## config.mk

```make
export PLATFORM = sky130hd
export DESIGN_NAME = sec_otp_reg
export DESIGN_NICKNAME = d
export VERILOG_FILES = /design/src/rtl/sec_otp_pkg.sv /design/src/rtl/sec_otp_fsm.sv /design/src/rtl/sec_otp_store.sv /design/src/rtl/sec_otp_rdmux.sv /design/src/rtl/sec_otp_reg.sv
export SDC_FILE = /design/constraint.sdc
export NUM_CORES = 1
export LEC_CHECK = 0
export ABC_AREA = 1
export BUFFER_PORTS_ARGS = -buffer_cell sky130_fd_sc_hd__buf_2
export CORE_ASPECT_RATIO = 2
export CORE_MARGIN = 2
export CORE_UTILIZATION = 32
export DETAILED_ROUTE_END_ITERATION = 16
export PLACE_DENSITY = 0.58
export SYNTH_ARGS = -nofsm -noshare
export SYNTH_HDL_FRONTEND = slang
export SYNTH_SLANG_ARGS = --single-unit
```

## constraint.sdc

```tcl
create_clock -name clk -period 2.7 [get_ports clk]
set_input_delay 0.81 -clock clk [delete_from_list [all_inputs] [get_ports clk]]
set_output_delay 0.81 -clock clk [all_outputs]
set_load 0.01 [all_outputs]
```

## src/rtl/sec_otp_pkg.sv

```systemverilog
package sec_otp_pkg;

    typedef enum logic [1:0] {
        ST_ARRAY  = 2'd0,
        ST_IDENT  = 2'd1,
        ST_PSETUP = 2'd2
    } otp_state_e;

    localparam logic [7:0] CMD_IDENT = 8'h90;
    localparam logic [7:0] CMD_ARRAY = 8'hFF;
    localparam logic [7:0] CMD_PSET  = 8'hC0;
    localparam logic [7:0] CMD_CLR   = 8'h50;

    // position of the user lock bit inside the lock word
    localparam int unsigned ULOCK_BIT = 1;

endpackage

```

## src/rtl/sec_otp_fsm.sv

```systemverilog
module sec_otp_fsm
    import sec_otp_pkg::*;
(
    input  logic       clk,
    input  logic       rst_n,
    input  logic       cmd_valid,
    input  logic [7:0] cmd_code,
    output logic       id_mode,
    output logic       prog_stb,
    output logic       clr_stb
);

    otp_state_e state_q, state_d;

    always_ff @(posedge clk) begin
        if (!rst_n) state_q <= ST_ARRAY;
        else        state_q <= state_d;
    end

    always_comb begin
        state_d = state_q;
        unique case (state_q)
            ST_ARRAY, ST_IDENT: begin
                if (cmd_valid) begin
                    case (cmd_code)
                        CMD_IDENT: state_d = ST_IDENT;
                        CMD_ARRAY: state_d = ST_ARRAY;
                        CMD_PSET:  state_d = ST_PSETUP;
                        default:   state_d = state_q;
                    endcase
                end
            end
            ST_PSETUP: begin
                if (cmd_valid) state_d = ST_IDENT;
            end
            default: state_d = ST_ARRAY;
        endcase
    end

    always_comb begin
        id_mode  = (state_q != ST_ARRAY);
        prog_stb = cmd_valid && (state_q == ST_PSETUP);
        clr_stb  = cmd_valid && (state_q != ST_PSETUP) && (cmd_code == CMD_CLR);
    end

endmodule

```

## src/rtl/sec_otp_store.sv

```systemverilog
module sec_otp_store
    import sec_otp_pkg::*;
#(
    parameter int unsigned   DW   = 16,
    parameter int unsigned   NW   = 4,
    parameter int unsigned   AW   = 8,
    parameter logic [AW-1:0] BASE = 'h80
) (
    input  logic                   clk,
    input  logic                   rst_n,
    input  logic                   prog_stb,
    input  logic                   clr_stb,
    input  logic [AW-1:0]          prog_addr,
    input  logic [DW-1:0]          prog_data,
    output logic [NW-1:0][DW-1:0]  user_words,
    output logic                   ulock_open,
    output logic                   prg_err
);

    localparam logic [AW-1:0] USER_LO = AW'(NW + 1);
    localparam logic [AW-1:0] USER_HI = AW'(2 * NW);

    logic [AW-1:0] off;
    logic          hit_lock, hit_user, err_set;
    logic [DW-1:0] uw_q [NW];
    logic          ulock_q, err_q;

    assign off      = prog_addr - BASE;
    assign hit_lock = (off == '0);
    assign hit_user = (off >= USER_LO) && (off <= USER_HI);
    assign err_set  = prog_stb && !hit_lock && (!hit_user || !ulock_q);

    for (genvar i = 0; i < NW; i++) begin : g_word
        always_ff @(posedge clk) begin
            if (!rst_n)
                uw_q[i] <= '1;
            else if (prog_stb && ulock_q && off == AW'(NW + 1 + i))
                uw_q[i] <= uw_q[i] & prog_data;
        end
        assign user_words[i] = uw_q[i];
    end

    always_ff @(posedge clk) begin
        if (!rst_n)                   ulock_q <= 1'b1;
        else if (prog_stb && hit_lock) ulock_q <= ulock_q & prog_data[ULOCK_BIT];
    end

    always_ff @(posedge clk) begin
        if (!rst_n)       err_q <= 1'b0;
        else if (err_set) err_q <= 1'b1;
        else if (clr_stb) err_q <= 1'b0;
    end

    assign ulock_open = ulock_q;
    assign prg_err    = err_q;

endmodule

```

## src/rtl/sec_otp_rdmux.sv

```systemverilog
module sec_otp_rdmux
    import sec_otp_pkg::*;
#(
    parameter int unsigned       DW      = 16,
    parameter int unsigned       NW      = 4,
    parameter int unsigned       AW      = 8,
    parameter logic [AW-1:0]     BASE    = 'h80,
    parameter logic [NW*DW-1:0]  FACTORY = '0
) (
    input  logic                   id_mode,
    input  logic [AW-1:0]          rd_addr,
    input  logic [NW-1:0][DW-1:0]  user_words,
    input  logic                   ulock_open,
    output logic [DW-1:0]          rd_data
);

    logic [AW-1:0] off;
    logic [DW-1:0] lock_word;

    assign off = rd_addr - BASE;

    always_comb begin
        lock_word            = '1;
        lock_word[0]         = 1'b0;
        lock_word[ULOCK_BIT] = ulock_open;
    end

    always_comb begin
        rd_data = '0;
        if (id_mode) begin
            if (off == '0) rd_data = lock_word;
            for (int i = 0; i < NW; i++) begin
                if (off == AW'(i + 1))      rd_data = FACTORY[i*DW +: DW];
                if (off == AW'(NW + 1 + i)) rd_data = user_words[i];
            end
        end
    end

endmodule

```

## src/rtl/sec_otp_reg.sv

```systemverilog
module sec_otp_reg
    import sec_otp_pkg::*;
#(
    parameter int unsigned       DW      = 16,
    parameter int unsigned       NW      = 4,
    parameter int unsigned       AW      = 8,
    parameter logic [AW-1:0]     BASE    = 'h80,
    parameter logic [NW*DW-1:0]  FACTORY = 64'h0123_4567_89AB_CDEF
) (
    input  logic          clk,
    input  logic          rst_n,
    input  logic          cmd_valid,
    input  logic [AW-1:0] cmd_addr,
    input  logic [DW-1:0] cmd_data,
    input  logic [AW-1:0] rd_addr,
    output logic [DW-1:0] rd_data,
    output logic          prg_err
);

    logic                  id_mode, prog_stb, clr_stb, ulock_open;
    logic [NW-1:0][DW-1:0] user_words;

    sec_otp_fsm u_fsm (
        .clk      (clk),
        .rst_n    (rst_n),
        .cmd_valid(cmd_valid),
        .cmd_code (cmd_data[7:0]),
        .id_mode  (id_mode),
        .prog_stb (prog_stb),
        .clr_stb  (clr_stb)
    );

    sec_otp_store #(.DW(DW), .NW(NW), .AW(AW), .BASE(BASE)) u_store (
        .clk       (clk),
        .rst_n     (rst_n),
        .prog_stb  (prog_stb),
        .clr_stb   (clr_stb),
        .prog_addr (cmd_addr),
        .prog_data (cmd_data),
        .user_words(user_words),
        .ulock_open(ulock_open),
        .prg_err   (prg_err)
    );

    sec_otp_rdmux #(.DW(DW), .NW(NW), .AW(AW), .BASE(BASE), .FACTORY(FACTORY)) u_rd (
        .id_mode   (id_mode),
        .rd_addr   (rd_addr),
        .user_words(user_words),
        .ulock_open(ulock_open),
        .rd_data   (rd_data)
    );

endmodule

```

==> Yosys cells after proc, flatten, opt, wreduce, memory -nomap -nowiden <==
Memories as Yosys holds them, arrays and structs flattened.
Index checks and enable logic that the tools add are counted.
{ "totals": {"output_inout_bits": 17, "mem_bits_rw": 64, "inputBits": 35, "ff_bits": 4, "memories": 1} }
{ "mem_list": {"columns": ["memory", "words", "width", "read_ports", "rd_ports_with_merged_regs", "wr", "line_no", "rtl"], "rows": [
  ["u_store.uw_q", 4, 16, 4, 0, 4, "sec_otp_store.sv:25", "logic [DW-1:0] uw_q [NW];"]
]} }
{ "op_classes": {"n_mux": 33, "n_addsub": 2, "reduce_logical": 23, "order_cmp": 2, "n_bitwise": 9, "eq_ne": 22} }
{ "op_table": {"columns": ["op", "n"], "rows": [
  ["$mux W16", 14],
  ["$and A16 B16 Y16", 4],
  ["$eq A8 B3 Y1 const B", 7],
  ["$eq A8 B8 Y1 const B", 3],
  ["$eq A8 B2 Y1 const B", 2],
  ["$eq A8 B4 Y1 const B", 2],
  ["$logic_not A8 Y1", 2],
  ["$sub A8 B8 Y8 const B", 2],
  ["$mux W1", 15],
  ["$logic_and A1 B1 Y1", 12],
  ["$eq A8 B1 Y1 const B", 1],
  ["$eq A8 B7 Y1 const B", 1],
  ["$ge A8 B3 Y1 const B", 1],
  ["$le A8 B4 Y1 const B", 1],
  ["$ne A2 B2 Y1 const B", 3],
  ["$pmux W2 S3", 1],
  ["$mux W2", 2],
  ["$ne A4 B4 Y1 const B", 1],
  ["$or A1 B1 Y1", 4],
  ["$pmux W2 S2", 1],
  ["$reduce_bool A2 Y1", 2],
  ["$logic_not A1 Y1", 3],
  ["$reduce_and A3 Y1", 1],
  ["$eq A2 B1 Y1 const B", 1],
  ["5 further kinds", 5]
]} }

==> Logic depth before layout (Yosys ltp) <==
{ "depth": {"depth_word": 12, "ltp_mapped": 10, "mapped_depth_nobuf": 10} }

==> By module <==
Synthesis repeated with hierarchy kept, for this count alone.
{ "unflattened": {"cells_unflattened": 499, "area_unflattened_um2": 3908.7} }
{ "modules_own_cells": {"columns": ["module", "seq_area_each_um2", "cells_each", "instances", "area_per_inst_um2"], "rows": [
  ["sec_otp_store", 1961.9, 250, 1, 2775.2],
  ["sec_otp_rdmux", 0.0, 202, 1, 908.4],
  ["sec_otp_fsm", 40.0, 47, 1, 225.2]
]} }

==> Worst setup path before layout <==
OpenSTA, ideal clock, no wires.
{ "synth_timing": {"kind": "input -> output", "start": "input port rd_addr[6]", "end": "output port rd_data[0]", "n_path_buf": 1, "cell_stages": 8, "arrival_time_ns": 1.820, "slack_ns": 0.070, "path_cell_list": "inv_1 > nand2_1 > nor2_2 > buf_4 > nand3_1 > o21ai_0 > nor2_1 > a21oi_1"} }
{ "synth_between": {"elab_chain_cells": 11, "elab_cells_between_ends": 18, "cone_classes": "1 x add/sub; 8 x eq/ne; 9 x mux"} }
{ "synth_rtl": {"columns": ["item", "line_no", "rtl"], "rows": [
  ["start: declaration", "sec_otp_reg.sv:15", "input logic [AW-1:0] rd_addr,"],
  ["$sub A8 B8 Y8 *", "sec_otp_rdmux.sv:20", "assign off = rd_addr - BASE;"],
  ["$eq A8 B1 Y1", "sec_otp_rdmux.sv:33", "if (off == AW'(i + 1)) rd_data = FACTORY[i*DW +: DW];"],
  ["$mux W16", "sec_otp_rdmux.sv:33", null],
  ["$mux W16", "sec_otp_rdmux.sv:34", "if (off == AW'(NW + 1 + i)) rd_data = user_words[i];"],
  ["$mux W16", "sec_otp_rdmux.sv:33", null],
  ["$mux W16", "sec_otp_rdmux.sv:34", null],
  ["$mux W16", "sec_otp_rdmux.sv:33", null],
  ["$mux W16", "sec_otp_rdmux.sv:34", null],
  ["$mux W16", "sec_otp_rdmux.sv:33", null],
  ["$mux W16 *", "sec_otp_rdmux.sv:34", null],
  ["$mux W16 *", "sec_otp_rdmux.sv:30", "if (id_mode) begin"],
  ["end: declaration", "sec_otp_reg.sv:16", "output logic [DW-1:0] rd_data,"]
]} }
Mark *: on every way between the ends. The rest lies on a longest branch, timed or not.

==> Final worst setup path <==
{ "layout_timing": {"start": "input port rd_addr[6]", "end": "output port rd_data[7]"} }
{ "layout_between": {"elab_chain_cells": 12, "elab_cells_between_ends": 20, "cone_classes": "1 x add/sub; 8 x eq/ne; 10 x mux; 1 x reduce/logical"} }
{ "layout_rtl": {"columns": ["item", "line_no", "rtl"], "rows": [
  ["$sub A8 B8 Y8 *", "sec_otp_rdmux.sv:20", null],
  ["$logic_not A8 Y1", "sec_otp_rdmux.sv:31", "if (off == '0) rd_data = lock_word;"],
  ["$mux W16", "sec_otp_rdmux.sv:31", null],
  ["$mux W16", "sec_otp_rdmux.sv:33", null],
  ["$mux W16", "sec_otp_rdmux.sv:34", null],
  ["$mux W16", "sec_otp_rdmux.sv:33", null],
  ["$mux W16", "sec_otp_rdmux.sv:34", null],
  ["$mux W16", "sec_otp_rdmux.sv:33", null],
  ["$mux W16", "sec_otp_rdmux.sv:34", null],
  ["$mux W16", "sec_otp_rdmux.sv:33", null],
  ["$mux W16 *", "sec_otp_rdmux.sv:34", null],
  ["$mux W16 *", "sec_otp_rdmux.sv:30", null]
]} }
Marks and branches as above.

==> results by stage <==
Outcome:
- The run finished, with violations left.
- The checks that failed: setup timing.

Cells and area:
- The library cell used most frequently in the layout, excluding fill and tap cells, is sky130_fd_sc_hd__nand2_1.
- After filler insertion, the fill cell instance count of the layout stands at about 1200.
- For this run, the share of the core covered by cells in the final layout is roughly 44%.
- The library cells used most frequently in the layout, excluding fill and tap cells, are sky130_fd_sc_hd__nand2_1 (153), sky130_fd_sc_hd__edfxtp_1 (64), sky130_fd_sc_hd__inv_1 (50).
- The number of antenna diodes is 0.
- The layout cell share with drive strength beyond 1 is between 20% and 30%.
- The area of combinational cells with multiple inputs is ~1800 µm².
- The number of nets in the layout is around 600.
- The synthesis-to-layout area growth is 33.81%.
- After routing the design area is 5259 µm².
- Once layout is complete, the cells apart from fillers number just over 700.
- Across the whole layout, storage elements account for between 2000 and 2500 µm².

Synth:
- The Yosys step of the flow raised 0 warnings.
- After Yosys synthesis, and, or, nand and nor cells account for about 36% of the synthesized area.
- In the synthesized netlist, mux cells make up 0% of the area.
- The compound-gate portion of the synthesized area is roughly 4.0%.
- The prevailing post-synth register cell is sky130_fd_sc_hd__edfxtp_1.
- The number of nets handed over by synthesis was ~510.
- A synthesized cell averages around 8.3 µm².
- For this run, asynchronously set or reset flops after synthesis account for 0%.
- The synthesized-area fraction occupied by xor and xnor cells is 0%.
- The synthesized instance count is ~470.
- The synthesized netlist devotes 0% of its cell area to adder and majority cells.
- The share of the Yosys chip area taken by registers is 50.94%.
- By area, the combinational part of the netlist is dominated by simple AND/OR/NAND/NOR gates.
- After synthesis, the netlist uses 27 different library cells.
- Yosys mapped a number of flops with a built-in enable equal to 64.
- The register bit count reported by yosys is 68.
- The mapped netlist covers around 4000 µm².

GRT:
- Entering global routing, the biggest net connects 17 pins.
- For this run, global-route usage on met2 was measured as between 30 and 40%.
- The number of global-route vias before repair came to approximately 3700.
- In the global route stage, met3 resource usage came out at around 4%.
- Across every metal layer, demand over resource in global routing totals around a fifth.
- After global routing, the most crowded layer is met2.
- The first-pass GRT wire length is 19330 µm.
- The number of antenna violations at the first check in global routing is 0.
- In the global route stage, met1 resource usage came out at a little under a quarter.
- The total global routing overflow is 0.

STA:
- Static timing analysis puts the maximum clock frequency at 0.3478 GHz.
- For the pin with the worst max-slew slack, the measured transition is ~560 ps.
- Headroom to the max-slew limit came out at between 60 and 70%.
- The smallest setup slack after layout is -175.6 ps.
- Setup violations remaining at the end of the flow were counted as 16.
- The clock skew after layout is 4.694 ps.
- The final critical path time including I/O delays and setup is between 2000 and 3000 ps.
- The number of hold-slack violations in the final timing report is 0.
- The max-slew violation total from the final report is 0.
- The final critical path takes up 106.5% of the cycle.
- Setup repair after global routing could not meet its margin everywhere.
- Adding up every negative setup slack in the final design gives -1944 ps.
- The tightest hold path in the finished design has a slack of between 400 and 500 ps.

Clock tree:
- The post-cts hold buffer count is 0.
- CTS placed an instance of sky130_fd_sc_hd__clkbuf_16 at the clock tree root.
- The total CTS buffers is 9.
- The number of levels the H-tree was split into is 3.
- The CTS clock-pin slew for the worst setup and hold paths is roughly 50 ps.
- TritonCTS built the clock tree.
- The clock latency reported for the late side of the worst-skew pair is 330 ps.
- The longest clock path from root to sink contains 2 buffers.
- The number of sinks on the clock net is between 60 and 70.

Drt:
- The number of detailed-routing iterations run before antenna repair is 5.
- The wire length reported by the detailed router is between 10000 and 15000 µm.
- The vias per cell is roughly 5.1.
- The overall via count from detail_route is around 3600.
- In the final routed layout, each cell accounts on average for ~17 µm.
- Once detail routing completed, the nets flagged for antenna violations numbered 0.
- For this block, the initial DRC count from the detailed router was around 300.
- The post-detailed-route DRC marker count is 0.

Die:
- The floorplan step set the die width to just over 80 µm.
- The number of top-level pins is between 50 and 60.
- The effective utilization at floorplan is 32.61%.
- The die covers ~13000 µm².
- The core region area is roughly 12000 µm².
- The vertical extent of the die is around 160 µm.
- After floorplanning, the core was divided into 57 placement rows.

Critical path:
- The critical path in this run is classified as in2out.
- The arrival time reported for the critical path endpoint is slightly above 2000 ps.
- Data on the critical path is required at its endpoint by 1890 ps.
- The worst setup path is launched from an input pin.
- The worst setup path is captured at an output port.
- On the critical path the largest part of the delay comes from buffers and inverters.
- The peak per-stage delay on the critical path is around 160 ps.
- Together, buffers and inverters on the worst path number 7.
- Traced cell by cell, the critical path runs through buf_6 > inv_2 > nand2_2 > nor2_4 > buf_6 > buf_8 > nand3_2 > buf_6 > nand3_2 > nor2_1 > nand3_1 > nand2_1 > inv_1 > buf_2.
- The largest fanout on the critical path is 6.
- The standard cell with the maximum stage delay on the critical path is sky130_fd_sc_hd__nor2_4.
- The most numerous cell type found on the critical path is sky130_fd_sc_hd__buf_6.

Pwr:
- The leakage component of the power is about 2.4 nW.
- The power after layout is about 2.6 mW.
- The worst-case IR drop observed on VDD is 0.0004316 V.
- For this design the ratio of total power to cell area is 485.9 nW/µm².

Min path:
- The worst hold path belongs to the class reg2reg.

Place:
- The count of buffers added on input and output ports is 51.
- At the end of routability-driven placement, the weighted congestion stood at around 0.87.
- Detailed placement ended at an HPWL of ~8500 µm.
- The cell area after placement is between 4000 and 5000 µm².
- At the placement stage, the worst setup path has a slack of -384.2 ps.
- The number of placed instances, taps included, is ~690.

Run:
- The max capacitance violation total is 0.
## what timing repair did
| item | CTS | global route |
|---|---|---|
| gates cloned | 4 | 2 |
| buffers inserted | 4 | 1 |
| gates resized for setup | 52 | 21 |
| pin swaps | 21 | 13 |
| endpoints found under the setup margin | 16 | 16 |
## where the power goes
group / switching [mW] / leakage [nW] / internal, mW
clock: 0.426 / 0.147 / 0.765
combinational: 0.138 / 1.75 / 0.0762
sequential: 0.000452 / 0.468 / 1.15
total: 0.565 / 2.37 / 1.99
## logic make-up after synthesis
family / after synthesis
simple gates: 300
buf+inv: 73
flops: 68
compound gates: 31
## cell type report
type,instances,share of cell area [%]
clock buffers,14,5.020
clock inverters,2,0.6662
inverters,59,4.449
multi-input cells,332,33.40
flip-flops and latches,68,38.07
well taps,147,3.497
repair buffers,93,14.89
## worst register-to-register path: cells and delay by family (launching register included)
kind	cells	cell delay [ps]
and+or+nand+nor	7	1250
DFF	1	410
## final timing paths
path	from	to	slack (ps)	depth (start not counted)
setup / recovery	rd_addr[6]	rd_data[7]	-180	14
hold / removal	u_store.prg_err	u_store.prg_err	470	2
setup reg to reg	u_fsm.state_q[1]	u_store.uw_q[3][2]	780	7
hold reg to reg	u_store.prg_err	u_store.prg_err	470	2
## metal layers
| layer | vias up | routed length, µm | share of wire, % |
|---|---|---|---|
| li1 | 1731 | - | - |
| met1 | 1729 | 4753 | 38 |
| met2 | 148 | 6540 | 52 |
| met3 | 41 | 670 | 5.4 |
| met4 | 0 | 529 | 4.2 |
| met5 | - | 0 | 0 |
## flip-flops by register name (all words and copies together) (netlist names)
signal / flops
u_store.prg_err: 1
u_store.ulock_open: 1
u_fsm.state_q: 2
u_store.uw_q: 64
## cell usage after synthesis, types with 2 or more instances
| cell type | count | area (µm²) |
|---|---|---|
| sky130_fd_sc_hd__nor2_2 | 2 | 12.51 |
| sky130_fd_sc_hd__nor2_1 | 46 | 172.7 |
| sky130_fd_sc_hd__nand4_1 | 21 | 131.4 |
| sky130_fd_sc_hd__a21oi_1 | 8 | 40.04 |
| sky130_fd_sc_hd__buf_2 | 4 | 20.02 |
| sky130_fd_sc_hd__nand2_1 | 166 | 623.1 |
| sky130_fd_sc_hd__nor2_4 | 6 | 67.56 |
| sky130_fd_sc_hd__dfxtp_1 | 4 | 80.08 |
| sky130_fd_sc_hd__buf_6 | 5 | 56.30 |
| sky130_fd_sc_hd__nand2_2 | 5 | 31.28 |
| sky130_fd_sc_hd__inv_1 | 58 | 217.7 |
| sky130_fd_sc_hd__clkbuf_1 | 3 | 11.26 |
| sky130_fd_sc_hd__nand3_1 | 43 | 215.2 |
| sky130_fd_sc_hd__edfxtp_1 | 64 | 1922 |
| sky130_fd_sc_hd__nand4_4 | 3 | 63.81 |
| sky130_fd_sc_hd__nor2_8 | 2 | 40.04 |
| sky130_fd_sc_hd__o21ai_0 | 22 | 110.1 |
Power figures use the tool's default switching activity.
